--- config.mk ---
export PLATFORM = sky130hd
export DESIGN_NAME = keyed_watchdog
export DESIGN_NICKNAME = d
export VERILOG_FILES = /design/src/rtl/keyed_watchdog_pkg.sv /design/src/rtl/wd_regfile.sv /design/src/rtl/wd_counter.sv /design/src/rtl/wd_escalate.sv /design/src/rtl/keyed_watchdog.sv
export SDC_FILE = /design/constraint.sdc
export NUM_CORES = 1
export LEC_CHECK = 0
export ABC_AREA = 1
export BUFFER_PORTS_ARGS = -buffer_cell sky130_fd_sc_hd__buf_2
export CAP_MARGIN = 20
export CORE_UTILIZATION = 40
export DETAILED_ROUTE_END_ITERATION = 10
export GPL_TIMING_DRIVEN = 1
export SLEW_MARGIN = 20
export SYNTH_ARGS = -nofsm -noshare
export SYNTH_HDL_FRONTEND = slang
export SYNTH_SLANG_ARGS = --single-unit
--- constraint.sdc ---
create_clock -name clk -period 3.2 [get_ports clk]
set_input_delay 0.64 -clock clk [delete_from_list [all_inputs] [get_ports clk]]
set_output_delay 0.64 -clock clk [all_outputs]
set_load 0.01 [all_outputs]
--- src/rtl/keyed_watchdog_pkg.sv ---
package keyed_watchdog_pkg;

  localparam logic [11:0] OFS_LOAD  = 12'h000;
  localparam logic [11:0] OFS_VALUE = 12'h004;
  localparam logic [11:0] OFS_CTRL  = 12'h008;
  localparam logic [11:0] OFS_CLEAR = 12'h00C;
  localparam logic [11:0] OFS_RAW   = 12'h010;
  localparam logic [11:0] OFS_MASK  = 12'h014;
  localparam logic [11:0] OFS_TEST  = 12'h418;
  localparam logic [11:0] OFS_CAUSE = 12'h41C;
  localparam logic [11:0] OFS_LOCK  = 12'hC00;

  localparam int unsigned STALL_BIT = 8;

  typedef struct packed {
    logic nmi_type;
    logic rst_en;
    logic irq_en;
  } wd_ctrl_t;

  // Interrupt enable can only be set by software; reset clears it.
  function automatic logic sticky_or(input logic cur, input logic req);
    return cur | req;
  endfunction

endpackage

--- src/rtl/wd_regfile.sv ---
module wd_regfile
  import keyed_watchdog_pkg::*;
#(
  parameter int unsigned DATA_W = 32,
  parameter int unsigned ADDR_W = 12,
  parameter logic [DATA_W-1:0] UNLOCK_KEY = 32'h1ACC_E551
) (
  input  logic              clk,
  input  logic              rst_n,
  input  logic              bus_sel,
  input  logic              bus_wr,
  input  logic [ADDR_W-1:0] bus_addr,
  input  logic [DATA_W-1:0] bus_wdata,
  input  logic [DATA_W-1:0] count_i,
  input  logic              raw_i,
  input  logic              cause_rst_i,
  output logic [DATA_W-1:0] bus_rdata,
  output logic [DATA_W-1:0] load_q,
  output wd_ctrl_t          ctrl_q,
  output logic              stall_q,
  output logic              test_en_q,
  output logic              load_wr,
  output logic              clr_wr,
  output logic              load_zero
);

  localparam int unsigned PAD_CTRL  = DATA_W - 3;
  localparam int unsigned PAD_ONE   = DATA_W - 1;
  localparam int unsigned PAD_CAUSE = DATA_W - 2;
  localparam int unsigned PAD_TEST  = DATA_W - STALL_BIT - 1;

  logic locked_q;
  logic wr_go;
  logic open_wr;

  function automatic logic hit(input logic [ADDR_W-1:0] a, input logic [11:0] ofs);
    return a == ADDR_W'(ofs);
  endfunction

  assign wr_go     = bus_sel && bus_wr;
  assign open_wr   = wr_go && !locked_q;
  assign load_wr   = open_wr && hit(bus_addr, OFS_LOAD);
  assign clr_wr    = open_wr && hit(bus_addr, OFS_CLEAR);
  assign load_zero = load_wr && (bus_wdata == '0);

  always_ff @(posedge clk) begin
    if (!rst_n) begin
      locked_q  <= 1'b0;
      load_q    <= '1;
      ctrl_q    <= '0;
      stall_q   <= 1'b0;
      test_en_q <= 1'b0;
    end else begin
      if (wr_go && hit(bus_addr, OFS_LOCK))
        locked_q <= (bus_wdata != UNLOCK_KEY);
      if (load_wr)
        load_q <= bus_wdata;
      if (open_wr && hit(bus_addr, OFS_CTRL)) begin
        ctrl_q.irq_en   <= sticky_or(ctrl_q.irq_en, bus_wdata[0]);
        ctrl_q.rst_en   <= bus_wdata[1];
        ctrl_q.nmi_type <= bus_wdata[2];
      end
      if (wr_go && hit(bus_addr, OFS_TEST)) begin
        test_en_q <= bus_wdata[0];
        if (!locked_q)
          stall_q <= bus_wdata[STALL_BIT];
      end
    end
  end

  always_comb begin
    bus_rdata = '0;
    if (bus_sel && !bus_wr) begin
      if (hit(bus_addr, OFS_LOAD))       bus_rdata = load_q;
      else if (hit(bus_addr, OFS_VALUE)) bus_rdata = count_i;
      else if (hit(bus_addr, OFS_CTRL))  bus_rdata = {{PAD_CTRL{1'b0}}, ctrl_q};
      else if (hit(bus_addr, OFS_RAW))   bus_rdata = {{PAD_ONE{1'b0}}, raw_i};
      else if (hit(bus_addr, OFS_MASK))  bus_rdata = {{PAD_ONE{1'b0}}, raw_i & ctrl_q.irq_en};
      else if (hit(bus_addr, OFS_TEST))  bus_rdata = {{PAD_TEST{1'b0}}, stall_q, 7'b0, test_en_q};
      else if (hit(bus_addr, OFS_CAUSE)) bus_rdata = {{PAD_CAUSE{1'b0}}, cause_rst_i, raw_i};
      else if (hit(bus_addr, OFS_LOCK))  bus_rdata = {{PAD_ONE{1'b0}}, locked_q};
      else                               bus_rdata = '0;
    end
  end

endmodule

--- src/rtl/wd_counter.sv ---
module wd_counter #(
  parameter int unsigned DATA_W = 32
) (
  input  logic              clk,
  input  logic              rst_n,
  input  logic              irq_en,
  input  logic              stall_en,
  input  logic              dbg_halt,
  input  logic              load_wr,
  input  logic              clr_wr,
  input  logic [DATA_W-1:0] wdata,
  input  logic [DATA_W-1:0] load_q,
  output logic [DATA_W-1:0] count_o,
  output logic              run_o,
  output logic              expire_o
);

  function automatic logic [DATA_W-1:0] dec(input logic [DATA_W-1:0] v);
    return v - DATA_W'(1);
  endfunction

  assign run_o    = irq_en && !(stall_en && dbg_halt);
  assign expire_o = run_o && (count_o == '0);

  always_ff @(posedge clk) begin
    if (!rst_n)        count_o <= '1;
    else if (load_wr)  count_o <= wdata;
    else if (clr_wr)   count_o <= load_q;
    else if (expire_o) count_o <= load_q;
    else if (run_o)    count_o <= dec(count_o);
  end

endmodule

--- src/rtl/wd_escalate.sv ---
module wd_escalate (
  input  logic clk,
  input  logic rst_n,
  input  logic expire,
  input  logic load_zero,
  input  logic clr_wr,
  input  logic rst_en,
  input  logic test_en,
  output logic raw_q,
  output logic cause_rst_q,
  output logic rst_req_q,
  output logic reset_ev
);

  assign reset_ev = expire && raw_q && rst_en;

  always_ff @(posedge clk) begin
    if (!rst_n) begin
      raw_q       <= 1'b0;
      cause_rst_q <= 1'b0;
      rst_req_q   <= 1'b0;
    end else begin
      if (clr_wr)                    raw_q <= 1'b0;
      else if (expire || load_zero)  raw_q <= 1'b1;
      if (clr_wr)                    cause_rst_q <= 1'b0;
      else if (reset_ev && test_en)  cause_rst_q <= 1'b1;
      rst_req_q <= reset_ev && !test_en;
    end
  end

endmodule

--- src/rtl/keyed_watchdog.sv ---
module keyed_watchdog
  import keyed_watchdog_pkg::*;
#(
  parameter int unsigned DATA_W = 32,
  parameter int unsigned ADDR_W = 12,
  parameter logic [DATA_W-1:0] UNLOCK_KEY = 32'h1ACC_E551
) (
  input  logic              clk,
  input  logic              rst_n,
  input  logic              bus_sel,
  input  logic              bus_wr,
  input  logic [ADDR_W-1:0] bus_addr,
  input  logic [DATA_W-1:0] bus_wdata,
  output logic [DATA_W-1:0] bus_rdata,
  input  logic              dbg_halt,
  output logic              irq_o,
  output logic              irq_nmi_o,
  output logic              rst_req_o
);

  logic [DATA_W-1:0] load_q;
  logic [DATA_W-1:0] count;
  wd_ctrl_t          ctrl_q;
  logic              stall_q;
  logic              test_en_q;
  logic              load_wr;
  logic              clr_wr;
  logic              load_zero;
  logic              run;
  logic              expire;
  logic              raw;
  logic              cause_rst;
  logic              reset_ev;

  wd_regfile #(
    .DATA_W(DATA_W), .ADDR_W(ADDR_W), .UNLOCK_KEY(UNLOCK_KEY)
  ) u_regs (
    .clk(clk), .rst_n(rst_n), .bus_sel(bus_sel), .bus_wr(bus_wr),
    .bus_addr(bus_addr), .bus_wdata(bus_wdata), .count_i(count),
    .raw_i(raw), .cause_rst_i(cause_rst), .bus_rdata(bus_rdata),
    .load_q(load_q), .ctrl_q(ctrl_q), .stall_q(stall_q),
    .test_en_q(test_en_q), .load_wr(load_wr), .clr_wr(clr_wr),
    .load_zero(load_zero)
  );

  wd_counter #(.DATA_W(DATA_W)) u_cnt (
    .clk(clk), .rst_n(rst_n), .irq_en(ctrl_q.irq_en), .stall_en(stall_q),
    .dbg_halt(dbg_halt), .load_wr(load_wr), .clr_wr(clr_wr),
    .wdata(bus_wdata), .load_q(load_q), .count_o(count), .run_o(run),
    .expire_o(expire)
  );

  wd_escalate u_esc (
    .clk(clk), .rst_n(rst_n), .expire(expire), .load_zero(load_zero),
    .clr_wr(clr_wr), .rst_en(ctrl_q.rst_en), .test_en(test_en_q),
    .raw_q(raw), .cause_rst_q(cause_rst), .rst_req_q(rst_req_o),
    .reset_ev(reset_ev)
  );

  assign irq_o     = raw & ctrl_q.irq_en;
  assign irq_nmi_o = irq_o & ctrl_q.nmi_type;

endmodule

==> out/qor.txt <==
fin crit period: 2.842 ns
cell count after placement: 1151
GPL Wtd Cong: 0.8629
post-CTS setup repair buffer count: 0
post-place setup slack: 0.3445 ns
post_cts resized: 0
largest net degree at the start of global routing: 48
Max-cap violations: 0
setup_tns: 0 ns
Total Routing Usage GR: 26.41%
Pleak: 3.291 nW
Worst path max stage delay: 0.29 ns
outcome: complete, but fails checks
clock root cell: clkbuf_16
H-tree levels: 3
RSZ-0062 raised after global routing: no
first-pass GRT wire length: 28570 um
design area: 0.006175 sq mm
residual DRC count: 2
PortBufs: 83
hold-fix buffers at CTS: 0
vias in the first global route: 5481
vias per cell: 5.053
Ports: 84
Min-Delay Path Class: flop to flop
final wirelength: 17650 um
max-slew violation count: 0
hpwl dp: 13150 um
Clock Latency Late Sink: 0.34 ns
Synth area leaders: dfxtp_1, nand2_1, nand3_1
clk slew on worst S/H paths: 0.05 ns
total die area: 0.01394 sq mm
Die Wd: 118.1 um
CP Capture Type: output pin
Clock Path Buffers: 2
initial antenna violation count: 0
layout net count: 1036
critical path data required time: 2.56 ns
row count: 42
hold_ws: 0.4532 ns
top-count cell post-synth: nand2_1
Final ANT Viol Nets: 0
DRT iter0 DRCs: 516
# diodes: 0
DP Area: 0.005911 sq mm
period utilisation layout: 88.81%
CTS sink count: 73
grt total ovfl: 0
most used cell, CP: buf_2
synth unique cells: 39
Cells after Synth: 916
DR WL/cell: 15.15 um
Warnings, synthesis: 0
CTS tree: yes
via count: 5887
sequential fraction of the synthesis area: 27.12%
fin cells: 1165
CORE AREA: 0.01319 sq mm
slowest CP cell: nor3_1
Die Span Y: 118.1 um
top cells by count, synth: nand2_1, inv_1, nand3_1, nor2_1, dfxtp_1
Synth Cell Area: 0.005388 sq mm
clock skew: 0.004286 ns
FFs w/ async S/R, synth: 0%
nature of the critical path startpoint: primary input
share of cells above drive strength 1: 14.46%
Peak supply drop: 0.2085 mV
Mapped Avg Cell Area: 5.882 sq um
cell taking the most area after synthesis: dfxtp_1
top_reg_cell synth: dfxtp_1
Syn-to-layout area delta: 14.61%
post-synth net total: 966
CTS Buf Count: 9
worst-path fanout max: 14
WS Path Type: primary input to output pin
Critical Path AT: 2.20 ns
Synth top area share: 27.12%
1st-pass router iterations: 8
Post-synth EDFFs: 0
crit-path cells: buf_2, nor2_2, inv_2, nor3_1, nand2_1, inv_1, buf_4, nand3_1, a21oi_1, buf_2
effective utilization at floorplan: 40.85%
Power per Cell Area: 316.9 mW/mm^2
worst setup margin: 0.3582 ns
Worst-Margin Slew: 0.6589 ns
endpoints failing setup: 0
final hold violation count: 0
Peak Freq: 351.9 MHz
violated checks: design-rule violations
flops & latches, synth: 73
Max transition margin: 55.91%
[final cells by class]
class	count	area (sq um)
well taps	176	220.2
multi-input cells	668	3163
fillers	1449	7015
flip-flops and latches	73	1461
clock buffers	14	264.0
inverters	139	523.0
repair buffers	95	543.0
[placed cells by master, fill, tap and decap left out, types with 2 or more instances in the layout]
| cell type | Yosys | routed |
|---|---|---|
| nand2_1 | 312 | 312 |
| inv_1 | 129 | 129 |
| nand3_1 | 101 | 101 |
| buf_2 | 9 | 83 |
| nor2_1 | 80 | 80 |
| dfxtp_1 | 73 | 73 |
| o21ai_0 | 35 | 35 |
| a21oi_1 | 34 | 34 |
| o211ai_1 | 25 | 25 |
| xor2_1 | 13 | 13 |
| nand4_1 | 10 | 10 |
| nor4_1 | 10 | 10 |
| clkbuf_16 | 0 | 9 |
| buf_4 | 7 | 9 |
| inv_2 | 8 | 8 |
| nor3_1 | 8 | 8 |
| nand2_2 | 6 | 6 |
| nor2_4 | 5 | 5 |
| nor2_2 | 5 | 5 |
| nand3_2 | 3 | 3 |
| nand3b_1 | 3 | 3 |
| clkbuf_1 | 11 | 3 |
| buf_12 | 0 | 3 |
| nand3_4 | 2 | 2 |
| nor2_8 | 2 | 2 |
| a211oi_1 | 2 | 2 |
| clkbuf_8 | 0 | 2 |
[worst paths after layout]
| check | start | end | slack, ns | cells after the start |
|---|---|---|---|---|
| max | bus_addr[1] | bus_rdata[28] | 0.36 | 10 |
| min | u_esc.cause_rst_q$_SDFFE_PP0P_ | u_esc.cause_rst_q$_SDFFE_PP0P_ | 0.45 | 2 |
| max reg2reg | u_cnt.count_o[0]$_SDFFE_PN1P_ | u_cnt.count_o[2]$_SDFFE_PN1P_ | 0.95 | 13 |
| min reg2reg | u_esc.cause_rst_q$_SDFFE_PP0P_ | u_esc.cause_rst_q$_SDFFE_PP0P_ | 0.45 | 2 |
[layer usage]
| layer | GRT usage (%) | wire (um) | vias to the layer above |
|---|---|---|---|
| met1 | 36.30 | 8479 | 2641 |
| met3 | 3.537 | 994 | 25 |
| met4 | 11.14 | 435 | 0 |
| met2 | 41.32 | 7744 | 192 |
| met5 | 0 | 0 | - |
| li1 | - | - | 3029 |
[sequential cells by signal (all words and copies together), names as in the netlist]
| register | count |
|---|---|
| u_regs.stall_q | 1 |
| u_regs.test_en_q | 1 |
| u_esc.cause_rst_q | 1 |
| u_regs.locked_q | 1 |
| u_regs.load_q | 32 |
| u_esc.rst_req_q | 1 |
| u_esc.raw_q | 1 |
| u_regs.ctrl_q | 3 |
| u_cnt.count_o | 32 |
[logic make-up (layout without fill, tap and decap cells)]
| kind of cell | count (synthesis) | in the layout | share of synthesized area (%) |
|---|---|---|---|
| simple gates | 553 | 553 | 45.43 |
| fa+ha+maj | 1 | 1 | 0.2322 |
| buf+inv | 175 | 248 | 14.17 |
| compound gates | 100 | 100 | 10.78 |
| flops | 73 | 73 | 27.12 |
| xor+xnor | 14 | 14 | 2.276 |
[power breakdown]
part / internal (W) / switching, W
clock: 0.000560 / 0.000381
sequential: 0.000909 / 0.000000174
combinational: 0.0000335 / 0.0000728
[critical path: cells and delay by family]
family | cells | cell delay [ns]
compound gates | 1 | 0.14
buf+inv | 5 | 0.64
simple gates | 4 | 0.77
[per-stage QoR]
step | power [W] | utilization [%]
after floorplan | 0.0009696 | -
after global placement | 0.001035 | 44.81
after detailed placement | 0.001034 | 44.81
after CTS | 0.001970 | 46.81
after global routing | 0.002010 | 46.81
final | 0.001957 | 46.81
Note: power is estimated with default switching activity, not from simulation.
